<file path="config.mk">
export PLATFORM = sky130hd
export DESIGN_NAME = wdt_guard
export DESIGN_NICKNAME = d
export VERILOG_FILES = /design/src/rtl/wdt_guard_pkg.sv /design/src/rtl/wdt_kick_seq.sv /design/src/rtl/wdt_ctrl_regs.sv /design/src/rtl/wdt_count_core.sv /design/src/rtl/wdt_guard.sv
export SDC_FILE = /design/constraint.sdc
export NUM_CORES = 1
export LEC_CHECK = 0
export ABC_AREA = 1
export BUFFER_PORTS_ARGS = -buffer_cell sky130_fd_sc_hd__buf_2
export CORE_ASPECT_RATIO = 1.75
export CORE_UTILIZATION = 51
export DETAILED_ROUTE_END_ITERATION = 12
export GPL_TIMING_DRIVEN = 1
export PLACE_DENSITY = 0.78
export SLEW_MARGIN = 20
export SYNTH_ARGS = -nofsm -noshare
export SYNTH_HDL_FRONTEND = slang
export SYNTH_HIERARCHICAL = 1
export SYNTH_SLANG_ARGS = --single-unit
</file>
<file path="constraint.sdc">
create_clock -name clk -period 1.8 [get_ports clk]
set_input_delay 0 -clock clk [delete_from_list [all_inputs] [get_ports clk]]
set_output_delay 0 -clock clk [all_outputs]
set_load 0.01 [all_outputs]
</file>
<file path="src/rtl/wdt_guard_pkg.sv">
package wdt_guard_pkg;
    localparam int ADDR_W = 2;
    localparam int DATA_W = 8;

    typedef enum logic [ADDR_W-1:0] {
        REG_KICK  = 2'd0,
        REG_START = 2'd1,
        REG_CTRL  = 2'd2,
        REG_MODE  = 2'd3
    } reg_sel_e;

    localparam int CTRL_OSC_OFF  = 0;
    localparam int CTRL_STOP_SEL = 1;
    localparam int CTRL_SRC_LSO  = 2;
    localparam int MODE_RST      = 0;
    localparam int MODE_PROT     = 1;
    localparam int CFG_BITS      = 3;

    localparam logic [DATA_W-1:0] KICK_ARM  = 8'h00;
    localparam logic [DATA_W-1:0] KICK_FIRE = 8'hFF;
endpackage

</file>
<file path="src/rtl/wdt_kick_seq.sv">
module wdt_kick_seq
    import wdt_guard_pkg::*;
(
    input  logic              clk,
    input  logic              rst_n,
    input  logic              wr_en,
    input  logic [ADDR_W-1:0] wr_addr,
    input  logic [DATA_W-1:0] wr_data,
    output logic              refresh
);
    typedef struct packed {
        logic armed;
    } seq_t;

    seq_t s_d, s_q;
    logic wr_kick;

    always_comb begin
        wr_kick = wr_en && (wr_addr == REG_KICK);
        refresh = wr_kick && s_q.armed && (wr_data == KICK_FIRE);
        s_d = s_q;
        if (wr_kick) begin
            s_d.armed = (wr_data == KICK_ARM);
        end
        if (!rst_n) begin
            s_d.armed = 1'b0;
        end
    end

    always_ff @(posedge clk) begin
        s_q <= s_d;
    end

    // a non-arming write to the refresh location drops the armed state
    assert_disarm_R4: assert property (@(posedge clk) disable iff (!rst_n)
        (wr_kick && wr_data != KICK_ARM) |=> !s_q.armed);
endmodule

</file>
<file path="src/rtl/wdt_ctrl_regs.sv">
module wdt_ctrl_regs
    import wdt_guard_pkg::*;
(
    input  logic                clk,
    input  logic                rst_n,
    input  logic                strap_prot_n,
    input  logic                wr_en,
    input  logic [ADDR_W-1:0]   wr_addr,
    input  logic [CFG_BITS-1:0] wr_bits,
    output logic                protect,
    output logic                osc_off,
    output logic                stop_sel,
    output logic                src_lso,
    output logic                rst_mode,
    output logic                start_pulse,
    output logic                prot_entry
);
    typedef struct packed {
        logic strap_prot;
        logic soft_prot;
        logic osc_off;
        logic stop_sel;
        logic src_lso;
        logic rst_mode;
    } ctrl_t;

    ctrl_t s_d, s_q;
    logic  wr_ctrl, wr_mode;

    always_comb begin
        wr_ctrl     = wr_en && (wr_addr == REG_CTRL);
        wr_mode     = wr_en && (wr_addr == REG_MODE);
        start_pulse = wr_en && (wr_addr == REG_START);
        protect     = s_q.strap_prot | s_q.soft_prot;
        prot_entry  = wr_mode && wr_bits[MODE_PROT] && !protect;

        s_d = s_q;
        if (wr_ctrl && !protect) begin
            s_d.osc_off  = wr_bits[CTRL_OSC_OFF];
            s_d.stop_sel = wr_bits[CTRL_STOP_SEL];
            s_d.src_lso  = wr_bits[CTRL_SRC_LSO];
        end
        if (wr_mode && !protect) begin
            s_d.rst_mode = wr_bits[MODE_RST];
        end
        if (prot_entry) begin
            s_d.soft_prot = 1'b1;
            s_d.osc_off   = 1'b0;
        end
        if (!rst_n) begin
            s_d.strap_prot = ~strap_prot_n;
            s_d.soft_prot  = 1'b0;
            s_d.osc_off    = 1'b0;
            s_d.stop_sel   = 1'b0;
            s_d.src_lso    = 1'b0;
            s_d.rst_mode   = 1'b1;
        end
    end

    always_ff @(posedge clk) begin
        s_q <= s_d;
    end

    assign osc_off  = s_q.osc_off;
    assign stop_sel = s_q.stop_sel;
    assign src_lso  = s_q.src_lso;
    assign rst_mode = s_q.rst_mode;

    // protection, once active, stays active until reset
    assert_prot_sticky_R7: assert property (@(posedge clk) disable iff (!rst_n)
        protect |=> protect);
    // oscillator stays enabled whenever protection is active
    assert_osc_locked_R8: assert property (@(posedge clk) disable iff (!rst_n)
        protect |-> !s_q.osc_off);
    // stop selection cannot be changed under protection
    assert_stop_locked_R8: assert property (@(posedge clk) disable iff (!rst_n)
        protect |=> $stable(s_q.stop_sel));
    // response-mode bit cannot be changed under protection
    assert_mode_locked_R9: assert property (@(posedge clk) disable iff (!rst_n)
        protect |=> $stable(s_q.rst_mode));
endmodule

</file>
<file path="src/rtl/wdt_count_core.sv">
module wdt_count_core #(
    parameter int CNT_W = 12
) (
    input  logic             clk,
    input  logic             rst_n,
    input  logic             strap_start_n,
    input  logic             cpu_tick,
    input  logic             lso_tick,
    input  logic             use_lso,
    input  logic             start_i,
    input  logic             refresh_i,
    input  logic             force_i,
    input  logic             rst_mode_i,
    output logic [CNT_W-1:0] count_o,
    output logic             running_o,
    output logic             rst_req_o,
    output logic             irq_o
);
    localparam logic [CNT_W-1:0] CNT_MAX = {CNT_W{1'b1}};

    typedef struct packed {
        logic [CNT_W-1:0] count;
        logic             running;
        logic             rst_req;
        logic             irq;
    } core_t;

    core_t s_d, s_q;
    logic  tick;

    always_comb begin
        tick = use_lso ? lso_tick : cpu_tick;
        s_d = s_q;
        s_d.rst_req = 1'b0;
        s_d.irq     = 1'b0;
        if (start_i || force_i) begin
            s_d.running = 1'b1;
        end
        if (refresh_i || force_i) begin
            s_d.count = CNT_MAX;
        end else if (s_q.running && tick) begin
            if (s_q.count == '0) begin
                s_d.count   = CNT_MAX;
                s_d.rst_req = rst_mode_i;
                s_d.irq     = !rst_mode_i;
            end else begin
                s_d.count = s_q.count - 1'b1;
            end
        end
        if (!rst_n) begin
            s_d.count   = CNT_MAX;
            s_d.running = ~strap_start_n;
            s_d.rst_req = 1'b0;
            s_d.irq     = 1'b0;
        end
    end

    always_ff @(posedge clk) begin
        s_q <= s_d;
    end

    assign count_o   = s_q.count;
    assign running_o = s_q.running;
    assign rst_req_o = s_q.rst_req;
    assign irq_o     = s_q.irq;

    // an accepted refresh leaves the counter at full scale
    assert_reload_R3: assert property (@(posedge clk) disable iff (!rst_n)
        refresh_i |=> count_o == CNT_MAX);
    // reset request is a single-cycle pulse
    assert_pulse_R5: assert property (@(posedge clk) disable iff (!rst_n)
        rst_req_o |=> !rst_req_o);
    // never both responses at once
    assert_one_event_R5: assert property (@(posedge clk) disable iff (!rst_n)
        !(rst_req_o && irq_o));
    // a stopped counter holds its value unless reloaded
    assert_stopped_hold_R2: assert property (@(posedge clk) disable iff (!rst_n)
        (!running_o && !refresh_i && !force_i) |=> count_o == $past(count_o));
endmodule

</file>
<file path="src/rtl/wdt_guard.sv">
module wdt_guard
    import wdt_guard_pkg::*;
#(
    parameter int CNT_W = 12
) (
    input  logic              clk,
    input  logic              rst_n,
    input  logic              strap_start_n,
    input  logic              strap_prot_n,
    input  logic              cpu_tick,
    input  logic              lso_tick,
    input  logic              wr_en,
    input  logic [ADDR_W-1:0] wr_addr,
    input  logic [DATA_W-1:0] wr_data,
    output logic [CNT_W-1:0]  count,
    output logic              running,
    output logic              rst_req,
    output logic              uf_irq,
    output logic              protect_active,
    output logic              lso_en,
    output logic              stop_mode_en,
    output logic              rst_on_uf
);
    logic kick_refresh;
    logic prot, osc_off, stop_sel, src_lso, rst_mode, start_pulse, prot_entry;

    wdt_kick_seq u_seq (
        .clk     (clk),
        .rst_n   (rst_n),
        .wr_en   (wr_en),
        .wr_addr (wr_addr),
        .wr_data (wr_data),
        .refresh (kick_refresh)
    );

    wdt_ctrl_regs u_regs (
        .clk          (clk),
        .rst_n        (rst_n),
        .strap_prot_n (strap_prot_n),
        .wr_en        (wr_en),
        .wr_addr      (wr_addr),
        .wr_bits      (wr_data[CFG_BITS-1:0]),
        .protect      (prot),
        .osc_off      (osc_off),
        .stop_sel     (stop_sel),
        .src_lso      (src_lso),
        .rst_mode     (rst_mode),
        .start_pulse  (start_pulse),
        .prot_entry   (prot_entry)
    );

    wdt_count_core #(.CNT_W(CNT_W)) u_core (
        .clk           (clk),
        .rst_n         (rst_n),
        .strap_start_n (strap_start_n),
        .cpu_tick      (cpu_tick),
        .lso_tick      (lso_tick),
        .use_lso       (prot | src_lso),
        .start_i       (start_pulse),
        .refresh_i     (kick_refresh),
        .force_i       (prot_entry),
        .rst_mode_i    (rst_mode | prot),
        .count_o       (count),
        .running_o     (running),
        .rst_req_o     (rst_req),
        .irq_o         (uf_irq)
    );

    assign protect_active = prot;
    assign lso_en         = ~osc_off;
    assign stop_mode_en   = stop_sel & ~prot;
    assign rst_on_uf      = rst_mode | prot;

    // under protection the count moves only on an oscillator tick
    assert_src_forced_R6: assert property (@(posedge clk) disable iff (!rst_n)
        (prot && !lso_tick && !kick_refresh) |=> count == $past(count));
    // no interrupt-style underflow while protected
    assert_no_irq_prot_R9: assert property (@(posedge clk) disable iff (!rst_n)
        $past(prot) |-> !uf_irq);
endmodule

</file>
## Word-level counts from Yosys, hierarchy flattened

Index checks and enable logic that the tools add are counted.

- $add $sub $neg: 1
- Multipliers: 0
- Div/mod/pow operators: 0
- Magnitude comparators: 0
- Equal/unequal tests: 5
- Shift-type cells: 0
- Mux-type cells: 7
- Bitwise logic cells: 11
- Reduce and logical (&&, ||, !) cells: 21

Operator list:

| operator | count |
|---|---|
| $logic_not 12->1 | 1 |
| $mux 12 | 1 |
| $sub 12x1->12 const B | 1 |
| $logic_and 1x1->1 | 11 |
| $eq 8x8->1 const B | 1 |
| $logic_not 8->1 | 1 |
| $not 1->1 | 7 |
| $mux 2 | 3 |
| $eq 2x2->1 const B | 2 |
| $reduce_or 2->1 | 2 |
| $reduce_or 4->1 | 1 |
| $mux 3 | 1 |
| $or 1x1->1 | 3 |
| $eq 2x1->1 const B | 1 |
| $logic_not 1->1 | 2 |
| $logic_not 2->1 | 1 |
| $logic_or 1x1->1 | 2 |
| $mux 1 | 2 |
| $ne 2x1->1 const B | 1 |
| $and 1x1->1 | 1 |

- Register bits after elaboration: 22
- Latch bits: 0
- Memory bits (writable): 0
- Memory bits (read-only): 0
- Input port bits: 17
- Output and inout bits: 19
- Word-level logic and storage cells: 56
- Memories: 0

## Depth between registers and ports, before layout

- Depth in word-level cells: 7
- Mapped depth: 12
- Depth with buffers taken out: 11

## By module

The synthesis kept the hierarchy.

Modules (own cells, without submodules):

| module | instances | cells an instance | area an instance (µm²) | sequential area each (µm²) |
|---|---|---|---|---|
| wdt_count_core | 1 | 114 | 842.1 | 310.3 |
| wdt_ctrl_regs | 1 | 45 | 339.1 | 130.1 |
| wdt_kick_seq | 1 | 22 | 103.8 | 20.0 |
| wdt_guard | 1 | 8 | 30.0 | 0.0 |

## Worst setup path before layout

OpenSTA, ideal clock, no wires.

- Path kind: reg-to-reg
- Start point: register u_regs/s_q[5] (netlist name)
- End point: register u_core.s_q (netlist bit u_core/count_o[3])
- Setup time: 121 ps
- Data arrival time: 1404 ps
- Required time: 1679 ps
- Setup slack: 275 ps
- Stages on the path, launching flop included: 12
- Buffers on the path: 1
- Clock period less this slack: 1525 ps
- Path through: edfxtp_1 -> inv_2 -> nand2_4 -> inv_1 -> nand2_1 -> nor2_1 -> nor2_4 -> nand3_2 -> nand2_2 -> inv_2 -> buf_6 -> nand3_2

- Longest elaborated chain between the ends: 5
- Elaborated cells on any way between the ends: 8
- Those cells by class: mux (1); bitwise (2); reduce/logical (5)

Ends and longest elaborated chain:

| element | RTL line | source |
|---|---|---|
| start, declared | wdt_ctrl_regs.sv:27 | `ctrl_t s_d, s_q;` |
| start signal, assigned | wdt_ctrl_regs.sv:61 | `s_q <= s_d;` |
| $or 1x1->1 * | wdt_ctrl_regs.sv:34 | `protect = s_q.strap_prot \| s_q.soft_prot;` |
| net protect_active | wdt_guard.sv:19 | `output logic protect_active,` |
| $logic_not 1->1 | wdt_ctrl_regs.sv:35 | `prot_entry = wr_mode && wr_bits[MODE_PROT] && !protect;` |
| $logic_and 1x1->1 | wdt_ctrl_regs.sv:35 |  |
| $logic_or 1x1->1 | wdt_count_core.sv:39 | `if (refresh_i \|\| force_i) begin` |
| $reduce_or 2->1 (no source line) | -- |  |
| end signal, assigned | wdt_count_core.sv:59 | `s_q <= s_d;` |
| end, declared | wdt_count_core.sv:28 | `core_t s_d, s_q;` |

Mark *: on every way through the listed nets, which the timed path passes. The rest lies on a longest branch.
A chain may end at the register's enable or synchronous reset.

## Final worst setup path

- Start point: register u_regs/s_q[5] (netlist name)
- End point: register u_core.s_q (netlist bit u_core/count_o[0])

- Longest elaborated chain between the ends: 5
- Elaborated cells on any way between the ends: 8
- Those cells by class: mux (1); bitwise (2); reduce/logical (5)

Ends and longest elaborated chain:

| element | RTL line |
|---|---|
| $or 1x1->1 * | wdt_ctrl_regs.sv:34 |
| $logic_not 1->1 | wdt_ctrl_regs.sv:35 |
| $logic_and 1x1->1 | wdt_ctrl_regs.sv:35 |
| $logic_or 1x1->1 | wdt_count_core.sv:39 |
| $reduce_or 2->1 (no source line) | -- |

Mark *: on every way between the ends. The rest lies on a longest branch, timed or not.

==> results.md <==
- Critical path class: flip-flop to flip-flop
- Largest family of logic cells by synthesized area: simple AND/OR/NAND/NOR gates
- Cells after Synth: roughly 190
- Failing checks: design-rule violations
- CP Launch Type: flip-flop
- Total CTS buffers: 3
- Nets: 249
- Clock power share: about two fifths
- HPWL after DPL: between 2000 and 2500 µm
- Die ar.: approximately 2800 µm²
- XOR/XNOR Fraction of Synth Area: between 1 and 1.5%
- Max clock buf depth: 2
- Initial core utilization: approximately 53%
- CP Capture Type: flip-flop
- Detailed Route Iter0 Violations: 18
- GRT overflow: 0
- Via count: between 1000 and 1500
- Distinct cells, synth: 24
- Int Pwr: roughly 0.86 mW
- Layout cell share with drive strength beyond 1: 32.3%
- Seq pwr share: 46.4%
- CTS root buf: clkbuf_8
- Avg Vias per Cell: 4.93
- Syn_area_per_cell: about 7.0 µm²
- Max Slew Vio Count: 0
- Crit-path max FO: 11
- CTS H-tree depth: 1
- Synth Area in Compound Gates: 3.62%
- Worst Hold Class: input port to flip-flop
- Total routed wirelength: 2650 µm
- Outcome: complete, but fails checks
- Pwr Total: around 1.1 mW
- Die Y-Extent: just under 70 µm
- Clk Latency, worst-skew pair: roughly 0.26 ns
- FMAX: 603 MHz
- Num ports: 36
- Drt pass-1 iters: 8
- Period utilisation layout: a little over 90%
- Routed wire per std cell: slightly above 10 µm
- Synthesis-stage register bit count: 22
- RSZ-0062 raised after global routing: no
- Worst vdd ir: between 0.3 and 0.4 mV
- Area of the multi-input gates: 711 µm²
- Mux contribution to synthesized area: 0%
- # fillers: approximately 250
- Setup_tns: 0 ns
- Post-route DRC: 1
- Seq/Total Area, Yosys: 35.0%
- Placer congestion estimate: 0.749
- Initial antenna violation count: 0
- Antenna cells: 0
- Yosys warns: 6
- Minimum clock period: 1.66 ns
- Total track usage: a little over a fifth
- Power per Cell Area: slightly below 700 nW/µm²
- Clock-pin slew on the worst setup and hold paths: roughly 0.080 ns
- Postcts setup bufs: 0
- Global-route wire length before repair: roughly 4400 µm
- Synth Area in Simple Gates: a little under half
- Fin Clk Skew: 0.00706 ns
- Worst slack on hold paths: ~0.011 ns
- Max-cap violations: 0
- CTS tree: built
- Crit path max-delay cell type: edfxtp_1
- Vias in the first global route: approximately 1200
- Sequential Area: 460 µm²
- Final Hold Vio Count: 0
- CP peak stage delay: around 0.44 ns
- Slew HR: between 80% and 90%
- Layout overhead on the synthesized area: 22.3%
- CP cell instances: inv_2, nand2_4, inv_1, nand2_1, nor2_1, nor2_4, nand3_2, nand2_2, inv_4, o21ai_0
- Worst EP arrival: between 1.5 and 2 ns
- Largest net degree at the start of global routing: 14
- Worst slew pin tran: just under 0.3 ns
- Cell Area, Synth: between 1000 and 1500 µm²
- Pleak: roughly 0.81 nW
- Crit path max-delay family: simple AND/OR/NAND/NOR gates
- Clock sinks: 22
- Final setup viols: 0
- Row Count: 24
- Worst path bufs/invs: 3
- Synth Net Count: approximately 210
- Switching Power: ~0.26 mW
- Synth Area in Adders: around 1.9%
- Switching share of power: 23.2%
- Worst path required time: slightly below 2 ns
- Port bufs: 35
- Horiz. Die Dim: about 40 µm
- Combinational share of power: between 10% and 20%
- Final core occ: approximately two thirds
- Core area: approximately 2500 µm²
- Post-route ant nets: 0
kinds of logic (layout without fill, tap and decap cells):
kind of cell               count (synthesis)  after routing
DFF                                       22             22
buffers and inverters                     37             77
xor gates and xnor gates                   2              2
AOI/OAI and AO/OA                          8              8
adders and majority gates                  2              2
and+or+nand+nor                          118            118
what timing repair did:
| item | 4_1_cts | 5_1_grt |
|---|---|---|
| hold endpoints to repair | 2 | 0 |
| endpoints found under the setup margin | 0 | 10 |
| hold buffers | 2 | 0 |
| resized for setup | 0 | 3 |
layer usage:
layer  vias to the layer above  GRT usage (%)  wire length (µm)
met1                       564           20.0               997
met2                        30           42.3              1560
met3                         2           1.92                72
met4                         0           6.67                19
li1                        660              -                 -
met5                         -              0                 0
power groups by stage:
stage,sequential [mW],combinational [mW],clock [mW]
detailed placement,0.530,0.142,0
finish,0.519,0.147,0.453
global placement,0.530,0.139,0
floorplan,0.532,0.0887,0
global route,0.522,0.167,0.478
CTS,0.519,0.146,0.465
registers in the layout, summed over array words and instances (netlist names):
name,count
u_core/count_o,12
u_core/irq_o,1
u_core/rst_req_o,1
u_core/running_o,1
u_regs/osc_off,1
u_regs/rst_mode,1
u_regs/s_q,2
u_regs/src_lso,1
u_regs/stop_sel,1
u_seq/s_q,1
layout by cell type, fill, tap and decap left out, drive strengths merged:
master	Yosys	routed
a21oi	2	2
xor2	2	2
nor3	2	2
ha	2	2
edfxtp	2	2
clkbuf	0	3
nor3b	1	1
or2	1	1
buf	1	35
nor2	40	40
dlygate4sd3	0	2
o21ai	6	6
nand2	48	48
bufinv	0	1
nand3	20	20
nand4	5	5
dfxtp	20	20
nand3b	1	1
inv	36	36
Yosys cell counts:
library cell / n / area [µm²]
inv_2: 5 / 18.8
nor2_4: 5 / 56.3
buf_6: 1 / 11.3
nor2_2: 4 / 25.0
nand2_1: 39 / 146
nand3_1: 11 / 55.1
xor2_1: 2 / 17.5
nor2_1: 31 / 116
nand2_4: 2 / 22.5
dfxtp_1: 20 / 400
nor3_1: 2 / 10.0
ha_1: 2 / 25.0
or2_1: 1 / 6.26
nand2_2: 7 / 43.8
inv_1: 31 / 116
nor3b_1: 1 / 7.51
o21ai_0: 5 / 25.0
a21oi_2: 1 / 8.76
nand3_2: 9 / 90.1
edfxtp_1: 2 / 60.1
o21ai_2: 1 / 8.76
nand4_1: 5 / 31.3
nand3b_1: 1 / 7.51
a21oi_1: 1 / 5.00
through the flow:
step / std cells / setup WS [ns] / instance area (µm²)
floorplan: 189 / 0.275 / 1320
global placement: 249 / 0.119 / 1510
detailed placement: 249 / 0.0744 / 1510
CTS: 255 / 0.0557 / 1600
global route: 255 / 0.00137 / 1610
finish: 255 / 0.141 / 1610
final cells by class:
type | count | area share, %
clock buffer | 3 | 2.57
clock inverter | 1 | 1.87
inverter | 36 | 8.56
multi-input combinational | 130 | 44.2
sequential | 22 | 28.6
tap | 26 | 2.02
timing repair buffer | 37 | 12.1
worst paths after layout:
check                                startpoint                 to  slack, ns  cells past startpoint
worst min register to register  u_regs/rst_mode    u_regs/rst_mode       0.49                      2
worst max-delay path              u_regs/s_q[5]  u_core/count_o[0]       0.14                     10
worst max register to register    u_regs/s_q[5]  u_core/count_o[0]       0.14                     10
worst min-delay path                      rst_n    u_regs/rst_mode       0.01                      2
Power figures use the tool's default switching activity.
